[src/rtl/fracn_pkg.sv]
package fracn_pkg;

    localparam int RATIO_W = 16;
    localparam int INC_W   = 3;
    localparam int ACC_W   = 3;

    typedef enum logic {RUN_OFF, RUN_ON}    run_state_t;
    typedef enum logic {WIN_IDLE, WIN_OPEN} win_state_t;

    typedef struct packed {
        logic [RATIO_W-1:0] ratio;
        logic [INC_W-1:0]   inc;
        logic               mod5;
    } div_cfg_t;

    // Increment limited to modulus-1 (only modulus 5 can be exceeded)
    function automatic logic [INC_W-1:0] clamp_inc(input logic [INC_W-1:0] inc,
                                                   input logic mod5);
        if (mod5 && inc > INC_W'(4))
            return INC_W'(4);
        return inc;
    endfunction

endpackage

[src/rtl/fracn_accum.sv]
module fracn_accum
    import fracn_pkg::*;
(
    input  logic             clk,
    input  logic             rst_n,
    input  logic             clear,
    input  logic             step,
    input  logic [INC_W-1:0] inc,
    input  logic             mod5,
    output logic [ACC_W-1:0] acc,
    output logic             carry
);

    logic [ACC_W:0] sum;
    logic [ACC_W:0] modq;
    logic           wrap;
    logic [ACC_W:0] nxt;

    always_comb begin
        sum  = {1'b0, acc} + {{(ACC_W+1-INC_W){1'b0}}, inc};
        modq = mod5 ? (ACC_W+1)'(5) : (ACC_W+1)'(8);
        wrap = (sum >= modq);
        nxt  = wrap ? (sum - modq) : sum;
    end

    always_ff @(posedge clk or negedge rst_n) begin
        if (!rst_n) begin
            acc   <= '0;
            carry <= 1'b0;
        end else if (clear) begin
            acc   <= '0;
            carry <= 1'b0;
        end else if (step) begin
            acc   <= nxt[ACC_W-1:0];
            carry <= wrap;
        end
    end

endmodule

[src/rtl/fracn_reload.sv]
module fracn_reload
    import fracn_pkg::*;
#(
    parameter int MIN_RATIO = 512
) (
    input  logic               clk,
    input  logic               rst_n,
    input  logic               running,
    input  logic               boundary,
    input  logic               load,
    input  logic [RATIO_W-1:0] ratio_in,
    input  logic [INC_W-1:0]   inc_in,
    input  logic               mod5_in,
    output div_cfg_t           act,
    output logic               apply
);

    localparam logic [RATIO_W-1:0] MIN_R = RATIO_W'(MIN_RATIO);

    div_cfg_t req_cfg;
    div_cfg_t pend_q;
    logic     pend_v;

    always_comb begin
        req_cfg.ratio = (ratio_in < MIN_R) ? MIN_R : ratio_in;
        req_cfg.inc   = clamp_inc(inc_in, mod5_in);
        req_cfg.mod5  = mod5_in;
        apply         = running && boundary && (pend_v || load);
    end

    always_ff @(posedge clk or negedge rst_n) begin
        if (!rst_n) begin
            act    <= '{ratio: MIN_R, inc: '0, mod5: 1'b0};
            pend_q <= '{ratio: MIN_R, inc: '0, mod5: 1'b0};
            pend_v <= 1'b0;
        end else if (!running) begin
            if (load)
                act <= req_cfg;
            else if (pend_v)
                act <= pend_q;
            pend_v <= 1'b0;
        end else if (apply) begin
            act    <= load ? req_cfg : pend_q;
            pend_v <= 1'b0;
        end else if (load) begin
            pend_q <= req_cfg;
            pend_v <= 1'b1;
        end
    end

endmodule

[src/rtl/fracn_comp_window.sv]
module fracn_comp_window
    import fracn_pkg::*;
#(
    parameter int LEN = 128   // at least 2
) (
    input  logic clk,
    input  logic rst_n,
    input  logic clear,
    input  logic start,
    output logic active
);

    localparam int           CW_W = $clog2(LEN);
    localparam logic [CW_W-1:0] LAST = CW_W'(LEN - 1);

    win_state_t      state_q, state_d;
    logic [CW_W-1:0] cnt_q;

    always_comb begin
        state_d = state_q;
        unique case (state_q)
            WIN_IDLE: if (start) state_d = WIN_OPEN;
            WIN_OPEN: if (cnt_q == '0 && !start) state_d = WIN_IDLE;
        endcase
        if (clear)
            state_d = WIN_IDLE;
    end

    always_ff @(posedge clk or negedge rst_n) begin
        if (!rst_n) begin
            state_q <= WIN_IDLE;
            cnt_q   <= '0;
        end else begin
            state_q <= state_d;
            if (clear)
                cnt_q <= '0;
            else if (start)
                cnt_q <= LAST;
            else if (state_q == WIN_OPEN && cnt_q != '0)
                cnt_q <= cnt_q - 1'b1;
        end
    end

    always_comb active = (state_q == WIN_OPEN);

endmodule

[src/rtl/fracn_main_div.sv]
module fracn_main_div
    import fracn_pkg::*;
#(
    parameter int MIN_RATIO = 512,
    parameter int COMP_LEN  = 128,
    parameter int GAIN_W    = 8,
    localparam int MAG_W    = ACC_W + GAIN_W
) (
    input  logic               clk,
    input  logic               rst_n,
    input  logic               enable,
    input  logic               load,
    input  logic [RATIO_W-1:0] ratio_in,
    input  logic [INC_W-1:0]   inc_in,
    input  logic               mod5_sel,
    input  logic [GAIN_W-1:0]  comp_gain,
    output logic               div_pulse,
    output logic [ACC_W-1:0]   acc_val,
    output logic               comp_en,
    output logic [MAG_W-1:0]   comp_mag
);

    run_state_t         state_q, state_d;
    div_cfg_t           act;
    logic               apply;
    logic               running;
    logic               live;
    logic               carry;
    logic [RATIO_W-1:0] cnt_q;
    logic [RATIO_W:0]   last_cnt;
    logic               terminal;

    always_comb begin
        running  = (state_q == RUN_ON);
        live     = running && enable;
        last_cnt = {1'b0, act.ratio} + {{RATIO_W{1'b0}}, carry} - 1'b1;
        terminal = live && ({1'b0, cnt_q} == last_cnt);
    end

    // state register
    always_ff @(posedge clk or negedge rst_n) begin
        if (!rst_n) state_q <= RUN_OFF;
        else        state_q <= state_d;
    end

    always_comb begin
        state_d = state_q;
        unique case (state_q)
            RUN_OFF: if (enable)  state_d = RUN_ON;
            RUN_ON:  if (!enable) state_d = RUN_OFF;
        endcase
    end

    // cycle counter and output pulse
    always_ff @(posedge clk or negedge rst_n) begin
        if (!rst_n) begin
            cnt_q     <= '0;
            div_pulse <= 1'b0;
        end else begin
            div_pulse <= terminal;
            if (!live || terminal)
                cnt_q <= '0;
            else
                cnt_q <= cnt_q + 1'b1;
        end
    end

    fracn_reload #(.MIN_RATIO(MIN_RATIO)) reload_i (
        .clk      (clk),
        .rst_n    (rst_n),
        .running  (running),
        .boundary (terminal),
        .load     (load),
        .ratio_in (ratio_in),
        .inc_in   (inc_in),
        .mod5_in  (mod5_sel),
        .act      (act),
        .apply    (apply)
    );

    fracn_accum accum_i (
        .clk   (clk),
        .rst_n (rst_n),
        .clear (!live || apply),
        .step  (terminal),
        .inc   (act.inc),
        .mod5  (act.mod5),
        .acc   (acc_val),
        .carry (carry)
    );

    fracn_comp_window #(.LEN(COMP_LEN)) window_i (
        .clk    (clk),
        .rst_n  (rst_n),
        .clear  (!enable),
        .start  (terminal),
        .active (comp_en)
    );

    always_comb
        comp_mag = comp_en ? ({{GAIN_W{1'b0}}, acc_val} * {{ACC_W{1'b0}}, comp_gain}) : '0;

endmodule

[config.mk]
export PLATFORM = sky130hd
export DESIGN_NAME = fracn_main_div
export DESIGN_NICKNAME = d
export VERILOG_FILES = /design/src/rtl/fracn_pkg.sv /design/src/rtl/fracn_accum.sv /design/src/rtl/fracn_reload.sv /design/src/rtl/fracn_comp_window.sv /design/src/rtl/fracn_main_div.sv
export SDC_FILE = /design/constraint.sdc
export NUM_CORES = 1
export LEC_CHECK = 0
export BUFFER_PORTS_ARGS = -buffer_cell sky130_fd_sc_hd__buf_2
export CAP_MARGIN = 40
export CORE_ASPECT_RATIO = 0.6
export CORE_MARGIN = 2
export CORE_UTILIZATION = 45
export CTS_CLUSTER_SIZE = 30
export DETAILED_ROUTE_END_ITERATION = 8
export MAX_ROUTING_LAYER = met4
export PLACE_DENSITY = 0.74
export SLEW_MARGIN = 40
export SYNTH_ARGS = -nofsm -noshare
export SYNTH_HDL_FRONTEND = slang
export SYNTH_SLANG_ARGS = --single-unit
[constraint.sdc]
create_clock -name clk -period 5.26 [get_ports clk]
set_input_delay 1.052 -clock clk [delete_from_list [all_inputs] [get_ports clk]]
set_output_delay 1.052 -clock clk [all_outputs]
set_load 0.02 [all_outputs]
* Yosys cells after proc, flatten, opt, wreduce, memory -nomap -nowiden *
Cells that the tools add are included.

word-level totals
  flip-flop bits (word level) = 71
  input port bits = 32
  output and inout bits = 16
  word-level logic and storage cells = 76

cells by class
  add/sub/neg operators = 6
  multiply operators = 1
  $lt $le $gt $ge = 3
  eq/ne operators = 4
  muxes and demuxes = 28
  bitwise gates (word level) = 2
  reductions and logical operators = 18

operator list
  kind                     count
  $mux W20                 5
  $mux W16                 2
  $mux W7                  3
  $add A16 B1 Y17          1
  $eq A16 B17 Y1           1
  $sub A17 B1 Y17 const B  1
  $add A16 B1 Y16 const B  1
  $lt A16 B10 Y1 const B   1
  $mux W3                  5
  $mul A3 B8 Y11           1
  $mux W11                 1
  $mux W1                  10
  $logic_and A1 B1 Y1      7
  $logic_not A7 Y1         1
  $reduce_bool A7 Y1       1
  $sub A7 B1 Y7 const B    1
  $add A3 B3 Y4            1
  $ge A4 B4 Y1             1
  $mux W4                  1
  $reduce_and A2 Y1        2
  $gt A3 B3 Y1 const B     1
  $logic_or A1 B1 Y1       3
  $ne A3 B1 Y1 const B     1
  $ne A3 B2 Y1 const B     1
  7 further kinds          9

* Depth between registers and ports, before layout *
Gate-level depths: netlist (run 1).

  word-level depth = 9
  gate-level depth with buffers = 13
  depth with buffers taken out = 12

* By module *
From an unflattened synthesis (run 1), not the netlist that was laid out.

second synthesis, totals
  cell total of the unflattened synthesis = 521
  area total of the unflattened synthesis = 5,003.5 um2

by module, submodules not included
  module             times used  cells an instance  area an instance (um2)  seq. area each (um2)
  fracn_main_div     1           256                2,289.7                 450.4
  fracn_reload       1           170                1,835.5                 1,028.5
  fracn_comp_window  1           49                 473.0                   200.2
  fracn_accum        1           46                 405.4                   100.1

* Least setup slack after synthesis (run 1) *
No wires, ideal clock.

  kind = input -> output
  from = input port comp_gain[0]
  to = output port comp_mag[10]
  data arrival time = 3,381 ps
  setup slack = 827 ps
  cell stages on the path = 12
  path through = nand2_1 -> fa_1 -> inv_1 -> ha_1 -> fa_1 -> a21o_1 -> a21oi_1 -> o21bai_1 -> a21oi_1 -> nor2b_1 -> o21a_1 -> o21a_1

between the ends
  longest elaborated chain between the ends = 2

RTL lines
  item             RTL line               text
  start, declared  fracn_main_div.sv:16   input logic [GAIN_W-1:0] comp_gain,
  $mul A3 B8 Y11   fracn_main_div.sv:101  comp_mag = comp_en ? ({{GAIN_W{1'b0}}, acc_val} * {{ACC_W{1'b0}}, comp_gain}) : '0;
  $mux W11         fracn_main_div.sv:101
  end, declared    fracn_main_div.sv:20   output logic [MAG_W-1:0] comp_mag

Every way passes these cells.

* Worst setup path in the final report (run 1) *
Same ends and word-level chain as after synthesis.

==> results of run 1 <==
worst max-delay path: cells and delay by family:
kind | cells | cell delay (ns)
buf+inv | 3 | 0.29
compound gates | 6 | 1.12
fa+ha+maj | 3 | 1.17
simple gates | 2 | 0.17
state kept, by name (all words and copies together), names as in the netlist:
register and flops:
window_i.cnt_q 7, accum_i.carry 1, reload_i.pend_q 20, reload_i.act 20
accum_i.acc 3, cnt_q 16, div_pulse 1, running 1
reload_i.pend_v 1, window_i.active 1
how the worst max path moves through the flow:
stage,from,to,depth (start not counted)
6_report,comp_gain[0],comp_mag[10],14
5_1_grt,comp_gain[0],comp_mag[10],14
4_1_cts,comp_gain[0],comp_mag[10],14
3_5_place_dp,comp_gain[0],comp_mag[10],14
3_3_place_gp,comp_gain[0],comp_mag[10],14
2_1_floorplan,comp_gain[0],comp_mag[10],12
layer usage:
| metal | share of wire (%) | GRT usage (%) | wire length [µm] | up-vias |
|---|---|---|---|---|
| met1 | 48 | 30.0 | 5920 | 2114 |
| li1 | - | - | - | 2069 |
| met2 | 44 | 31.8 | 5430 | 155 |
| met3 | 6.3 | 3.85 | 766 | 16 |
| met5 | 0 | - | 0 | - |
| met4 | 1.1 | 5.04 | 135 | 0 |
stage by stage:
stage	std cells	hold slack [ns]	cell area, µm²
floorplan	582	0.480	5170
global placement	744	0.488	5480
detailed placement	744	0.494	5480
CTS	760	0.508	5740
global route	761	0.525	5760
finish	761	0.504	5760
where the power goes:
group	switching, W	leakage (nW)	total [W]	internal (W)
Combinational	0.000171	1.64	0.000303	0.000132
Sequential	0.0000587	0.886	0.000657	0.000598
Clock	0.000233	0.131	0.000547	0.000314
cell families (layout without fill, tap and decap cells):
family,count (synthesis),in the layout
multiplexers,44,44
buffers and inverters,62,97
AND/OR/NAND/NOR,237,237
XOR/XNOR,42,42
flip-flops,71,71
AO/OA/AOI/OAI,96,96
adder cells (fa/ha/maj),30,30
layout make-up:
| class | count | area [µm²] | area share [%] |
|---|---|---|---|
| repair buffers | 52 | 279 | 4.84 |
| inverters | 29 | 109 | 1.89 |
| well taps | 144 | 180 | 3.13 |
| multi-input cells | 449 | 3150 | 54.6 |
| clock inverters | 7 | 40.0 | 0.695 |
| clock buffers | 9 | 225 | 3.91 |
| flip-flops and latches | 71 | 1780 | 30.9 |
cell usage in the layout (no fill, tap or decap), types with 6 or more instances in the layout:
master,n
mux2i_1,25
nand2b_1,8
xnor2_1,22
nor3_1,11
nor2_1,38
nor4_1,7
nand2_1,79
clkbuf_16,9
or3_1,6
ha_1,22
xor2_1,20
mux2_4,10
a31oi_1,13
and3_1,7
nand3_1,32
mux2_2,9
fa_1,8
a21oi_1,22
buf_2,46
inv_1,29
and2_1,26
a21o_1,6
o21ai_0,28
dfrtp_1,69
==> run summary, run 1 <==
CP cell instances: buf_2 -> nand2_1 -> fa_1 -> inv_1 -> ha_1 -> fa_1 -> a21o_1 -> a21oi_1 -> o21bai_1 -> a21oi_1 -> nor2b_1 -> o21a_1 -> o21a_1 -> buf_2
Final setup TNS: 0 ns
Final min period: 4.86 ns
Clk pin slew, worst setup/hold paths: 0.06 ns
Routed vias/inst: 5.72
Post-route ant nets: 0
Post-CTS Resized: 0
Compound-gate portion of the synthesized area: 12.7%
Pins Over Slew Limit: 0
Hold-fix buffers, CTS: 0
Syn nets: 644
DP Worst Slack: 0.442 ns
Global-route wire length before repair: 20300 µm
TritonCTS clock tree: built
Mean Syn Cell Area: 8.89 µm²
Max-Cap Viols: 0
Synth top area cells: dfrtp_1 (33%), nand2_1 (5.7%), ha_1 (5.3%), mux2i_1 (4.8%), xnor2_1 (3.7%)
R2r setup slk: 1.30 ns
Post-synth top cells: nand2_1 (79), dfrtp_1 (69), nor2_1 (39)
Setup bufs post-CTS: 0
Most frequent cell after synthesis: nand2_1
Worst Path Required: 4.21 ns
Drt pass-1 iters: 5
Hpwl dp: 9170 µm
Setup-failing EPs final: 0
Die area: 12400 µm²
Layout area overhead: 11.3%
Arr. time, crit path: 3.81 ns
Antenna violations before repair: 0
Post-synthesis sequential area ratio: 34.4%
CP Capture Type: output pin
Initial DRC count: 308
IO Port Bufs: 47
Reg-to-Reg Start: reload_i.act[4]
Worst Setup Path Type: primary input to output pin
Vias in the first global route: 4094
Total grt overflow: 0
Io pins: 48
Synth Area in Simple Gates: 22.7%
Core Rows: 30
VDD IR max: 188 µV
Drt total wl: 12300 µm
WHS Endpoint: reload_i.pend_q[4]
Wire per inst: 16.1 µm
All-Layer GR Usage: 21.2%
Synth Area in Adders: 8.42%
Total number of yosys warnings: 0
Mux cell area share after synthesis: 9.70%
Achievable Freq: 206 MHz
Cts bufs inserted: 9
Syn Inst Count: 582
Pwr dens: 262 nW/µm²
Crit path max fanout: 3
Unrepaired setup endpoints after global routing: no
Mapped Area: 5170 µm²
XOR/XNOR Fraction of Synth Area: 7.11%
Hold Violations, Final: 0
Worst Hold Depth: 1
FILL cells: 1057
Final Core Density: 51.2%
Leak Pwr: 2.66 nW
Initial Util: 45.9%
Main flop type after synthesis: dfrtp_1
Largest family of logic cells by synthesized area: simple AND/OR/NAND/NOR gates
Layout cells sized above 1: 16.7%
Status: complete, no violations
Worst rel slew slack: 46.0%
Worst reg2reg path depth: 10
H-tree depth: 3
Worst r2r dst: cnt_q[13]
NumNets Final: 674
Largest stage delay, worst path: 0.56 ns
Largest net degree at the start of global routing: 46
Clk Latency, worst-skew pair: 0.34 ns
Startpoint types: primary input
Vias: 4354
Synth Register Bits: 71
Hold path startpoint: reload_i.pend_q[4]
Clock Sinks: 71
Width of the die: 142 µm
Distinct cells, synth: 59
Final setup margin: 0.401 ns
Root buffer cell: clkbuf_16
Synth top area share: 33.4%
# diodes: 0
Cell accounting for the most synthesized area: dfrtp_1
Post-synth EDFFs: 0
Final Power: 0.00151 W
Worst Tran Pin Value: 0.810 ns
Final Cycle Share: 92.4%
Worst Skew: 0.00386 ns
Ys async rst share: 100%
Slowest cell on crit path: fa_1
Core ar.: 11300 µm²
Clock Path Buffers: 2
Gpl congestion: 0.885
Hold Crit Class: flip-flop to flip-flop
Die Ht: 87.1 µm
Post-route DRC: 0
Power figures use the tool's default switching activity.
==> inputs of run 2 (changes only) <==
CELL_PAD_IN_SITES_DETAIL_PLACEMENT = 0   (was unset)
CELL_PAD_IN_SITES_GLOBAL_PLACEMENT = 1   (was unset)
PLACE_DENSITY = 0.9   (was 0.74)
==> run summary, run 2 (synthesis results as in run 1) <==
Post-route ant nets: 0 (unchanged)
Post-CTS Resized: 0 (unchanged)
Routed vias/inst: 5.61 (was 5.72)
TritonCTS clock tree: built (unchanged)
Arr. time, crit path: 3.74 ns (was 3.81 ns)
Gpl congestion: 0.864 (was 0.885)
Die Ht: 87.1 µm (unchanged)
Io pins: 48 (unchanged)
Die area: 12400 µm² (unchanged)
Vias: 4266 (was 4354)
Final std cells w/o fill: 761 (unchanged)
Layout cells sized above 1: 16.5% (was 16.7%)
Width of the die: 142 µm (unchanged)
Cts bufs inserted: 9 (unchanged)
Clk pin slew, worst setup/hold paths: 0.06 ns (about the same)
Post-route DRC: 0 (unchanged)
Core Rows: 30 (unchanged)
Global-route wire length before repair: 20400 µm (was 20300 µm)
Wire per inst: 16.1 µm (about the same)
Startpoint types: primary input (unchanged)
VDD IR max: 181 µV (was 188 µV)
Worst Tran Pin Value: 0.788 ns (was 0.810 ns)
IO Port Bufs: 47 (unchanged)
Status: complete, no violations (unchanged)
Leak Pwr: 2.69 nW (was 2.66 nW)
Root buffer cell: clkbuf_16 (unchanged)
# diodes: 0 (unchanged)
Clock Path Buffers: 2 (unchanged)
Pwr dens: 280 nW/µm² (was 262 nW/µm²)
Worst rel slew slack: 47.5% (was 46.0%)
Final min period: 4.79 ns (was 4.86 ns)
Worst Skew: 0.00685 ns (was 0.00386 ns)
Largest net degree at the start of global routing: 44 (was 46)
Crit path max fanout: 3 (unchanged)
Antenna violations before repair: 0 (unchanged)
Most frequent cells in the layout: nand2_1 (79), dfrtp_1 (69), buf_2 (46), nor2_1 (38), nand3_1 (32) (unchanged)
Final setup TNS: 0 ns (unchanged)
All-Layer GR Usage: 21.6% (was 21.2%)
Initial Util: 45.9% (unchanged)
Setup-failing EPs final: 0 (unchanged)
Drt pass-1 iters: 5 (unchanged)
Vias in the first global route: 4022 (was 4094)
Post-detailed-placement cell area: 5480 µm² (unchanged)
Max-Cap Viols: 0 (unchanged)
Worst Path Required: 4.21 ns (about the same)
Core ar.: 11300 µm² (unchanged)
Clk Latency, worst-skew pair: 0.33 ns (was 0.34 ns)
CP Capture Type: output pin (unchanged)
Worst Setup Path Type: primary input to output pin (unchanged)
Initial DRC count: 282 (was 308)
Achievable Freq: 209 MHz (was 206 MHz)
Clock Sinks: 71 (unchanged)
Hold Violations, Final: 0 (unchanged)
Top Registers: reload_i.act: 20 flops, reload_i.pend_q: 20 flops, cnt_q: 16 flops (unchanged)
Dpl cells: 744 (unchanged)
Hold Crit Class: flip-flop to flip-flop (unchanged)
Drt total wl: 12300 µm (about the same)
Hpwl dp: 9170 µm (about the same)
Final Cycle Share: 91.1% (was 92.4%)
Final Core Density: 51.8% (was 51.2%)
Commonest non-fill, non-tap cell in the layout: nand2_1 (unchanged)
Total grt overflow: 0 (unchanged)
Layout area overhead: 12.6% (was 11.3%)
Post-route cell area: 5830 µm² (was 5760 µm²)
H-tree depth: 3 (unchanged)
Hold-fix buffers, CTS: 0 (unchanged)
NumNets Final: 674 (unchanged)
Setup bufs post-CTS: 0 (unchanged)
Pins Over Slew Limit: 0 (unchanged)
Unrepaired setup endpoints after global routing: no (unchanged)
run 2: cell types whose count changed in the layout (fill, tap and decap cells not counted):
cell        previous run  this run
inv_6                  0         1
clkbuf_8               0         2
bufinv_16              0         2
clkinvlp_4             2         1
clkbuf_1               0         1
clkinv_2               5         0
run 2: worst paths after layout:
check                                    from  cells past startpoint  slack [ns]                  end
min in group asynchronous               rst_n                      1        0.72       accum_i.acc[2]
max in group asynchronous               rst_n                      2        3.69  reload_i.pend_q[13]
max                              comp_gain[0]                     14        0.47         comp_mag[10]
min                        reload_i.pend_q[8]                      1        0.51   reload_i.pend_q[8]
min reg2reg                reload_i.pend_q[8]                      1        0.51   reload_i.pend_q[8]
max reg2reg                     accum_i.carry                     10        1.24             cnt_q[3]
run 2: through the flow:
step,setup slack [ns],hold WS [ns],total power [W]
final,0.470,0.506,0.00163
after global routing,0.308,0.511,0.00172
after CTS,0.468,0.507,0.00164
after detailed placement,0.471,0.491,0.000959
after global placement,0.542,0.488,0.000946
after floorplan,0.827,0.480,0.000873
run 2: final cells by class:
cell class                 instances  area [µm²]
tap                              144         180
timing repair buffer              52         279
fill                            1090        5430
clock buffer                      12         256
clock inverter                     4        76.3
multi-input combinational        449        3150
sequential                        71        1780
inverter                          29         109
run 2: worst max-delay path: stages:
cell      delay (ns)
buf_2           0.09
nand2_1         0.07
fa_1            0.54
inv_1           0.05
ha_1            0.22
fa_1            0.40
a21o_1          0.19
a21oi_1         0.22
o21bai_1        0.09
a21oi_1         0.22
nor2b_1         0.08
o21a_1          0.17
o21a_1          0.17
buf_2           0.15
run 2: power by group:
part           total, W  switching, W  internal, W  leakage (nW)
Combinational  0.000300      0.000169     0.000131          1.64
Clock          0.000676      0.000233     0.000443         0.159
Sequential     0.000656     0.0000581     0.000598         0.886
run 2: layer usage:
| layer | global-route usage, % | part of all wire [%] | wire (µm) | up-vias |
|---|---|---|---|---|
| met5 | - | 0 | 0 | - |
| li1 | - | - | - | 2068 |
| met4 | 5.49 | 0.93 | 114 | 0 |
| met1 | 32.0 | 51 | 6310 | 2064 |
| met3 | 4.45 | 5.3 | 654 | 13 |
| met2 | 30.0 | 42 | 5190 | 121 |
